File: config.mk
export PLATFORM = sky130hd
export DESIGN_NAME = sts_irq_ctrl
export DESIGN_NICKNAME = d
export VERILOG_FILES = /design/src/rtl/sts_pkg.sv /design/src/rtl/sts_flag_bank.sv /design/src/rtl/sts_mask_reg.sv /design/src/rtl/sts_read_port.sv /design/src/rtl/sts_irq_ctrl.sv
export SDC_FILE = /design/constraint.sdc
export NUM_CORES = 1
export LEC_CHECK = 0
export ABC_AREA = 1
export BUFFER_PORTS_ARGS = -buffer_cell sky130_fd_sc_hd__buf_2
export CAP_MARGIN = 25
export CORE_MARGIN = 3
export CORE_UTILIZATION = 35
export DETAILED_ROUTE_END_ITERATION = 6
export PLACE_DENSITY = 0.66
export SYNTH_ARGS = -nofsm -noshare
export SYNTH_HDL_FRONTEND = slang
export SYNTH_SLANG_ARGS = --single-unit
File: constraint.sdc
create_clock -name clk -period 1.4 [get_ports clk]
set_input_delay 0.21 -clock clk [delete_from_list [all_inputs] [get_ports clk]]
set_output_delay 0.21 -clock clk [all_outputs]
set_load 0.02 [all_outputs]
File: src/rtl/sts_pkg.sv
package sts_pkg;
  localparam int ADDR_W_DEF = 8;
  localparam int DATA_W_DEF = 8;

  localparam int A_RSTSRC = 'h1A;
  localparam int A_SUPPLY = 'h1B;
  localparam int A_MASK1  = 'h1D;
  localparam int A_MASK2  = 'h1E;
  localparam int A_EVENT  = 'h20;
  localparam int A_SRC1   = 'h21;
  localparam int A_SRC2   = 'h22;

  localparam int RST_BITS = 3;
  localparam int SUP_LAT  = 3;
  localparam int EVT_BITS = 5;
  localparam int M1_BITS  = 4;
  localparam int M2_BITS  = 3;

  typedef enum logic [2:0] {
    SEL_NONE = 3'd0,
    SEL_RST  = 3'd1,
    SEL_SUP  = 3'd2,
    SEL_M1   = 3'd3,
    SEL_M2   = 3'd4,
    SEL_EVT  = 3'd5,
    SEL_S1   = 3'd6,
    SEL_S2   = 3'd7
  } reg_sel_e;

  localparam int NSEL = 8;

  function automatic reg_sel_e decode_addr(input int a);
    case (a)
      A_RSTSRC: return SEL_RST;
      A_SUPPLY: return SEL_SUP;
      A_MASK1:  return SEL_M1;
      A_MASK2:  return SEL_M2;
      A_EVENT:  return SEL_EVT;
      A_SRC1:   return SEL_S1;
      A_SRC2:   return SEL_S2;
      default:  return SEL_NONE;
    endcase
  endfunction
endpackage

File: src/rtl/sts_flag_bank.sv
module sts_flag_bank #(
  parameter int N = 4,
  parameter logic [N-1:0] POR_VAL = '0
) (
  input  logic         clk,
  input  logic         rst_n,
  input  logic [N-1:0] set,
  input  logic         clr,
  output logic [N-1:0] q
);
  for (genvar i = 0; i < N; i++) begin : g_bit
    always_ff @(posedge clk or negedge rst_n) begin
      if (!rst_n) q[i] <= POR_VAL[i];
      else        q[i] <= (q[i] & ~clr) | set[i];
    end

    AST_SET_WINS: assert property (@(posedge clk) disable iff (!rst_n)
      set[i] |=> q[i]) else $error("event lost");
  end

  AST_READ_CLEARS: assert property (@(posedge clk) disable iff (!rst_n)
    (clr && set == '0) |=> (q == '0)) else $error("read did not clear");

  AST_LATCH_HOLDS: assert property (@(posedge clk) disable iff (!rst_n)
    !clr |=> ((q & $past(q)) == $past(q))) else $error("flag dropped without read");
endmodule

File: src/rtl/sts_mask_reg.sv
module sts_mask_reg #(
  parameter int N = 4
) (
  input  logic         clk,
  input  logic         rst_n,
  input  logic         ext_rst_n,
  input  logic         we,
  input  logic [N-1:0] wdata,
  output logic [N-1:0] q
);
  always_ff @(posedge clk or negedge rst_n) begin
    if (!rst_n)         q <= '0;
    else if (!ext_rst_n) q <= '0;
    else if (we)        q <= wdata;
  end

  AST_MASK_EXT_CLEAR: assert property (@(posedge clk) disable iff (!rst_n)
    !ext_rst_n |=> (q == '0)) else $error("mask survived external reset");

  AST_MASK_HOLD: assert property (@(posedge clk) disable iff (!rst_n)
    (ext_rst_n && !we) |=> $stable(q)) else $error("mask changed without write");
endmodule

File: src/rtl/sts_read_port.sv
module sts_read_port
  import sts_pkg::*;
#(
  parameter int DATA_W = 8
) (
  input  logic                        clk,
  input  logic                        rst_n,
  input  logic                        rd_en,
  input  reg_sel_e                    sel,
  input  logic [NSEL-1:0][DATA_W-1:0] vals,
  output logic [DATA_W-1:0]           rdata
);
  always_ff @(posedge clk or negedge rst_n) begin
    if (!rst_n)     rdata <= '0;
    else if (rd_en) rdata <= vals[sel];
  end

  AST_RDATA_STABLE: assert property (@(posedge clk) disable iff (!rst_n)
    !rd_en |=> $stable(rdata)) else $error("rdata moved without read");

  AST_UNMAPPED_ZERO: assert property (@(posedge clk) disable iff (!rst_n)
    (rd_en && sel == SEL_NONE) |=> (rdata == '0)) else $error("unmapped read nonzero");
endmodule

File: src/rtl/sts_irq_ctrl.sv
module sts_irq_ctrl
  import sts_pkg::*;
#(
  parameter int ADDR_W = ADDR_W_DEF,
  parameter int DATA_W = DATA_W_DEF
) (
  input  logic              clk,
  input  logic              rst_n,
  input  logic              ext_rst_n,
  input  logic              ev_v1_uv,
  input  logic              ev_wdog,
  input  logic              vbat_low,
  input  logic              vbat_high,
  input  logic              v2_on,
  input  logic              v3_ot,
  input  logic              temp_hi_warn,
  input  logic              temp_mid_warn,
  input  logic              bus_fail,
  input  logic              spi_err,
  input  logic              wake,
  input  logic [ADDR_W-1:0] addr,
  input  logic              wr_en,
  input  logic [DATA_W-1:0] wdata,
  input  logic              rd_en,
  output logic [DATA_W-1:0] rdata,
  output logic              irq_n
);
  reg_sel_e sel;
  assign sel = decode_addr(int'(addr));

  logic [RST_BITS-1:0] rst_q;
  logic [SUP_LAT-1:0]  sup_q;   // {v3_ot, v2_on, vbat_low}
  logic [EVT_BITS-1:0] evt_q;   // {wake, spi, bus, mid, hi}
  logic [M1_BITS-1:0]  m1_q;
  logic [M2_BITS-1:0]  m2_q;
  logic                hv_q;

  sts_flag_bank #(.N(RST_BITS), .POR_VAL(3'b101)) u_rst (
    .clk(clk), .rst_n(rst_n),
    .set({~ext_rst_n, ev_wdog, ev_v1_uv}),
    .clr(rd_en && sel == SEL_RST),
    .q(rst_q)
  );

  sts_flag_bank #(.N(SUP_LAT), .POR_VAL('0)) u_sup (
    .clk(clk), .rst_n(rst_n),
    .set({v3_ot, v2_on, vbat_low}),
    .clr(rd_en && sel == SEL_SUP),
    .q(sup_q)
  );

  sts_flag_bank #(.N(EVT_BITS), .POR_VAL('0)) u_evt (
    .clk(clk), .rst_n(rst_n),
    .set({wake, spi_err, bus_fail, temp_mid_warn, temp_hi_warn}),
    .clr(rd_en && sel == SEL_EVT),
    .q(evt_q)
  );

  always_ff @(posedge clk or negedge rst_n) begin
    if (!rst_n) hv_q <= 1'b0;
    else        hv_q <= vbat_high;
  end

  sts_mask_reg #(.N(M1_BITS)) u_m1 (
    .clk(clk), .rst_n(rst_n), .ext_rst_n(ext_rst_n),
    .we(wr_en && sel == SEL_M1), .wdata(wdata[M1_BITS-1:0]), .q(m1_q)
  );

  sts_mask_reg #(.N(M2_BITS)) u_m2 (
    .clk(clk), .rst_n(rst_n), .ext_rst_n(ext_rst_n),
    .we(wr_en && sel == SEL_M2), .wdata(wdata[M2_BITS-1:0]), .q(m2_q)
  );

  logic unused_wdata;
  assign unused_wdata = ^wdata[DATA_W-1:M1_BITS];

  // merged source views: mirrors only
  logic [M1_BITS-1:0] src1;
  logic [M2_BITS-1:0] src2;
  assign src1 = {hv_q, evt_q[0], evt_q[1], sup_q[0]};
  assign src2 = {evt_q[2], evt_q[3], evt_q[4]};

  assign irq_n = ~(|(src1 & m1_q) | |(src2 & m2_q));

  logic [NSEL-1:0][DATA_W-1:0] vals;
  always_comb begin
    vals          = '0;
    vals[SEL_RST] = DATA_W'(rst_q);
    vals[SEL_SUP] = DATA_W'({sup_q[2], sup_q[1], hv_q, sup_q[0]});
    vals[SEL_M1]  = DATA_W'(m1_q);
    vals[SEL_M2]  = DATA_W'(m2_q);
    vals[SEL_EVT] = DATA_W'(evt_q);
    vals[SEL_S1]  = DATA_W'(src1);
    vals[SEL_S2]  = DATA_W'(src2);
  end

  sts_read_port #(.DATA_W(DATA_W)) u_rd (
    .clk(clk), .rst_n(rst_n), .rd_en(rd_en), .sel(sel),
    .vals(vals), .rdata(rdata)
  );

  AST_IRQ_MASKED_OFF: assert property (@(posedge clk) disable iff (!rst_n)
    (m1_q == '0 && m2_q == '0) |-> irq_n) else $error("irq with all masks off");

  AST_SRC_READ_KEEPS: assert property (@(posedge clk) disable iff (!rst_n)
    (rd_en && (sel == SEL_S1 || sel == SEL_S2)) |=>
      ((evt_q & $past(evt_q)) == $past(evt_q))) else $error("source read cleared flags");

  AST_LIVE_HV: assert property (@(posedge clk) disable iff (!rst_n)
    1'b1 |=> (hv_q == $past(vbat_high))) else $error("live VBAT high stale");
endmodule

==> run metrics, run 1 <==
outcome=finished with violations; failing checks=setup timing; Wirelength per Cell=11.6 um; Post-Layout Cell Count=298; sequential element share of the synthesized area=40.7%; # setup viols final=1; CTS Buf Count=3; DRC viols=0; Clock Skew=1.59 ps; clk_lat worst skew=260 ps; Layout area overhead=26.7%; Max clock buf depth=2; FMAX=712 MHz; Max VDD drop=0.545 mV; DRT antenna net count=0; max_slew headroom=63.1%; P per Cell Area=837 nW/um2; vias in the first global route=1341; TritonCTS clock tree=yes; global-route wire length before repair=5910 um; CP max stage delay=410 ps; most frequent cell after synthesis=nand2_1; total global routing track utilization=14.3%; Mapped Cells=198; # diodes=0; Cells after DPL=284; # IOs=41; IO buf count=33; grt total ovfl=0; num rows=23; worst path bufs/invs=1; layout cells sized above 1=32.3%; worst path required time=1190 ps; routed wire length=3460 um; post-synth top area share=37.1%; Worst Hold Class=input pin to flip-flop; Avg Cell Area, Syn=7.49 um2; initial antenna violation count=0; Nets=281; number of synthesized register bits=24; Initial DRC Count=61; Hold Vio Cnt, Final=0; post-synthesis cell type count=24; dpl hpwl=2700 um; Tcrit/Tclk final=100%; Final GP Congestion=0.873; crit end category=primary output; Crit Path Max Fanout=3; min Tclk post-route=1400 ps; max-cap violations=0; Setup Total Neg Slack=-4.29 ps; H-tree levels=1; Die Y=71.1 um; fillcell total=422; Hold WS=46.9 ps; root buf cell=clkbuf_8; synth top area cells=dfrtp_1, nand2_1, nand3_1; final worst slack=-4.29 ps; die width=71.1 um; area of the core=4060 um2; synthesized area=1480 um2; total number of vias=1419; Warnings, synthesis=0; Async S/R FF share, synth=100%; crit-path cells=nand2_1 -> o21ai_1 -> a211oi_2 -> buf_4; Slew Viols, Final=0; RSZ-0062 raised after global routing=yes; count of flip-flops with a built-in enable after synthesis=0; commonest cells in the netlist=nand2_1, dfrtp_1, inv_1, nand3_1, nor2_1; initial core utilization=36.5%; Lkg Pwr=1.06 nW; # clock sinks=24; leading area contributor after synthesis=dfrtp_1; Crit path max-delay family=flip-flops; Pre-antenna DRT Iters=4; arrival time at the worst endpoint=1190 ps; ys flop type=dfrtp_1; pin count of the biggest net entering global routing=25; DP Worst Slack=-52.8 ps; kind of critical path=flip-flop to primary output; Die ar.=5050 um2; Clk pin slew, worst setup/hold paths=80 ps; crit path launch type=flip-flop; vias per inst=4.76; Least-Margin Pin Slew=553 ps; crit path max-delay cell type=dfrtp_1
## metal layers
metal / wire [um] / vias up / GRT usage [%]
met5: 0 / - / 0
met4: 35 / 0 / 2.09
met3: 173 / 4 / 3.55
met2: 1670 / 35 / 23.7
met1: 1580 / 649 / 19.4
li1: - / 731 / -
## sequential cells by signal, indices dropped and copies added, names as in the netlist
name / count
u_rst.q: 3
u_m1.q: 4
u_sup.q: 3
u_evt.q: 5
u_m2.q: 3
u_rd.rdata: 5
hv_q: 1
## layout by cell type (no fill, tap or decap), types with 2 or more instances in the layout
cell,n
nand2_1,62
buf_2,32
dfrtp_1,22
nand3_1,21
inv_1,19
buf_4,15
nor2_1,12
o21bai_1,9
nand4_1,8
o21ai_0,8
inv_2,6
nand2_2,5
nor2_2,4
nor2_4,4
conb_1,3
clkbuf_8,3
nand2_4,2
nand3_2,2
dfstp_2,2
## stage by stage
step	total power, mW	util [%]	instance area [um2]
after global placement	0.954	42.4	1720
after floorplan	0.864	-	1490
after detailed placement	0.958	42.4	1720
after CTS	1.59	45.7	1860
final	1.57	46.3	1880
after global routing	1.66	46.3	1880
## layout make-up
cell class | instances | area (um2) | area share, %
Multi-Input combinational cell | 147 | 764 | 40.7
Sequential cell | 24 | 603 | 32.1
Timing Repair Buffer | 48 | 283 | 15.1
Inverter | 25 | 93.8 | 5.00
Tap cell | 50 | 62.6 | 3.33
Clock buffer | 3 | 41.3 | 2.20
Clock inverter | 1 | 30.0 | 1.60
## power by group
group	leakage (nW)	internal (mW)	switching (mW)	total (mW)
sequential	0.271	0.717	0.0168	0.733
clock	0.0357	0.382	0.216	0.598
combinational	0.750	0.103	0.138	0.241
## worst paths after layout
kind	from	endpoint	slack [ps]	depth (start not counted)
setup / recovery	u_evt.q[3]$_DFF_PN0_	irq_n	-4	4
hold / removal	vbat_high	hv_q$_DFF_PN0_	50	1
setup reg to reg	u_evt.q[1]$_DFF_PN0_	u_rd.rdata[1]$_DFFE_PN0P_	320	7
hold reg to reg	u_rd.rdata[3]$_DFFE_PN0P_	u_rd.rdata[3]$_DFFE_PN0P_	480	2
max in group asynchronous	rst_n	u_rst.q[2]$_DFF_PN1_	560	2
min in group asynchronous	rst_n	u_rd.rdata[1]$_DFFE_PN0P_	470	2
## cell families after synthesis
family	after synthesis	synth area share, %
other cells	1	0.253
simple gates	122	40.9
buf+inv	29	8.61
flops	24	40.7
compound gates	22	9.54
## repair_timing
action / in CTS / in global routing
gates resized for setup: 2 / 3
setup buffers: 6 / 3
hold buffers: 1 / 0
pin swaps: 2 / 3
endpoints found under the hold margin: 22 / 0
endpoints found under the setup margin: 1 / 1
Note: power is estimated with default switching activity, not from simulation.
==> inputs of run 2 (changes only) <==
--- a/config.mk
+++ b/config.mk
@@ -7,11 +7,13 @@
 export LEC_CHECK = 0
 export ABC_AREA = 1
 export BUFFER_PORTS_ARGS = -buffer_cell sky130_fd_sc_hd__buf_2
-export CAP_MARGIN = 25
+export CAP_MARGIN = 20
 export CORE_MARGIN = 3
 export CORE_UTILIZATION = 35
 export DETAILED_ROUTE_END_ITERATION = 6
 export PLACE_DENSITY = 0.66
+export RECOVER_POWER = 25
+export SETUP_SLACK_MARGIN = 0.2
 export SYNTH_ARGS = -nofsm -noshare
 export SYNTH_HDL_FRONTEND = slang
 export SYNTH_SLANG_ARGS = --single-unit
==> run metrics, run 2 (same netlist as run 1, synthesis figures left out) <==
layout cells sized above 1=44.4% (+12 points); DRC viols=0 (unchanged); initial antenna violation count=0 (unchanged); FMAX=672 MHz (-5.6%); # IOs=41 (unchanged); dpl hpwl=2710 um (+0.54%); crit end category=primary output; R2R depth=8 (+1); Hold Vio Cnt, Final=0 (unchanged); Crit Path Max Fanout=3 (unchanged); Final GP Congestion=0.852 (-2.4%); Slew Viols, Final=0 (unchanged); DRT antenna net count=0 (unchanged); top flop regs=u_evt.q (5), u_rd.rdata (5), u_m1.q (4); outcome=finished with violations; root buf cell=clkbuf_8; worst path required time=1190 ps (about the same); H-tree levels=1 (unchanged); arrival time at the worst endpoint=1280 ps (+90 ps); Lkg Pwr=1.19 nW (+12%); Tcrit/Tclk final=106% (+5.9 points); most common cell after layout, fill and taps aside=nand2_1; die width=71.1 um (unchanged); hold depth=1 (unchanged); Least-Margin Pin Slew=614 ps (+60.7 ps); Clk pin slew, worst setup/hold paths=80 ps (about the same); CTS Buf Count=3 (unchanged); fillcell total=353 (-16%); # clock sinks=24 (unchanged); # diodes=0 (unchanged); TritonCTS clock tree=yes; pin count of the biggest net entering global routing=25 (unchanged); IO buf count=33 (unchanged); Max clock buf depth=2 (unchanged); Wirelength per Cell=13.1 um (+12%); failing checks=setup timing; min Tclk post-route=1490 ps (+83.2 ps); Max VDD drop=0.597 mV (+9.5%); Worst Hold Class=input pin to flip-flop; Initial DRC Count=116 (+90%); Pre-antenna DRT Iters=4 (unchanged); grt total ovfl=0 (unchanged); Setup Total Neg Slack=-87.5 ps (-83.2 ps); Die ar.=5050 um2 (unchanged); vias in the first global route=1335 (-0.45%); global-route wire length before repair=6290 um (+6.3%); CP max stage delay=430 ps (+20 ps); crit path max-delay cell type=dfrtp_1; Layout area overhead=45.8%; crit-path cells=nand2_1 -> o21ai_2 -> a211oi_2 -> buf_4; total power draw=1.64 mW (+4.4%); Die Y=71.1 um (unchanged); Nets=290 (+3.2%); P per Cell Area=760 nW/um2 (-9.3%); total global routing track utilization=15.4% (+1.1 points); Hold WS=47.9 ps (+1.02 ps); final core occ=53.3% (+7.0 points); max_slew headroom=59.1% (-4.0 points); most frequent cells in the layout=nand2_1, buf_2, dfrtp_1, buf_4, nand3_1; initial core utilization=36.5% (unchanged); vias per inst=4.92 (+3.3%); kind of critical path=flip-flop to primary output; crit path launch type=flip-flop; routed wire length=4010 um (+16%); total number of vias=1510 (+6.4%); final worst slack=-87.5 ps (-83.2 ps); RSZ-0062 raised after global routing=yes; max-cap violations=0 (unchanged); num rows=23 (unchanged); # setup viols final=1 (unchanged); Clock Skew=1.37 ps (-0.221 ps); area of the core=4060 um2 (unchanged); clk_lat worst skew=270 ps (about the same)
-- run 2: layout make-up --
| cell class | count | area [um2] | share of cell area [%] |
|---|---|---|---|
| Clock buffer | 3 | 41.3 | 1.91 |
| Tap cell | 50 | 62.6 | 2.89 |
| Sequential cell | 24 | 603 | 27.9 |
| Multi-Input combinational cell | 148 | 931 | 43.1 |
| Timing Repair Buffer | 56 | 388 | 17.9 |
| Inverter | 25 | 106 | 4.92 |
| Clock inverter | 1 | 30.0 | 1.39 |
-- run 2: final timing paths --
kind                                           start                   endpoint  slack, ps
max                            u_m2.q[1]$_DFFE_PN0P_                      irq_n        -90
min                                        vbat_high             hv_q$_DFF_PN0_         50
max reg2reg                    u_m1.q[2]$_DFFE_PN0P_  u_rd.rdata[2]$_DFFE_PN0P_        280
min reg2reg                u_rd.rdata[1]$_DFFE_PN0P_  u_rd.rdata[1]$_DFFE_PN0P_        470
max in group asynchronous                      rst_n       u_evt.q[1]$_DFF_PN0_        520
min in group asynchronous                      rst_n       u_rst.q[1]$_DFF_PN0_        480
-- run 2: critical path: cells and delay by family (launching register included) --
family                 cells  cell delay [ps]
DFF                        1              430
buffers and inverters      1              180
AOI/OAI and AO/OA          2              300
and+or+nand+nor            1               90
-- run 2: layer usage --
metal / up-vias / wire length (um) / global-route usage, %
li1: 755 / - / -
met1: 705 / 1700 / 21.0
met2: 44 / 2030 / 24.9
met3: 6 / 240 / 4.26
met4: 0 / 40 / 2.51
met5: - / 0 / 0
-- run 2: report_power, final --
part           switching, mW  internal [mW]  leakage, nW  total [mW]
logic                  0.171          0.126        0.881       0.297
registers             0.0170          0.717        0.271       0.734
clock network          0.229          0.383       0.0357       0.611
total                  0.417           1.23         1.19        1.64
-- run 2: repair_timing --
action | CTS | global route
setup endpoints to repair | 1 | 8
pin swaps | 1 | 26
hold endpoints to repair | 22 | 0
cloned | 0 | 1
setup buffers | 5 | 12
resized for setup | 1 | 56
hold buffers | 1 | 0
-- run 2: metrics by stage --
| step | std cells | worst slack, ps | area, um2 |
|---|---|---|---|
| after floorplan | 200 | 205 | 1520 |
| after detailed placement | 284 | -15.4 | 1750 |
| final | 307 | -87.5 | 2160 |
| after global placement | 284 | -13.5 | 1750 |
| after CTS | 294 | -119 | 1870 |
| after global routing | 307 | -136 | 2160 |
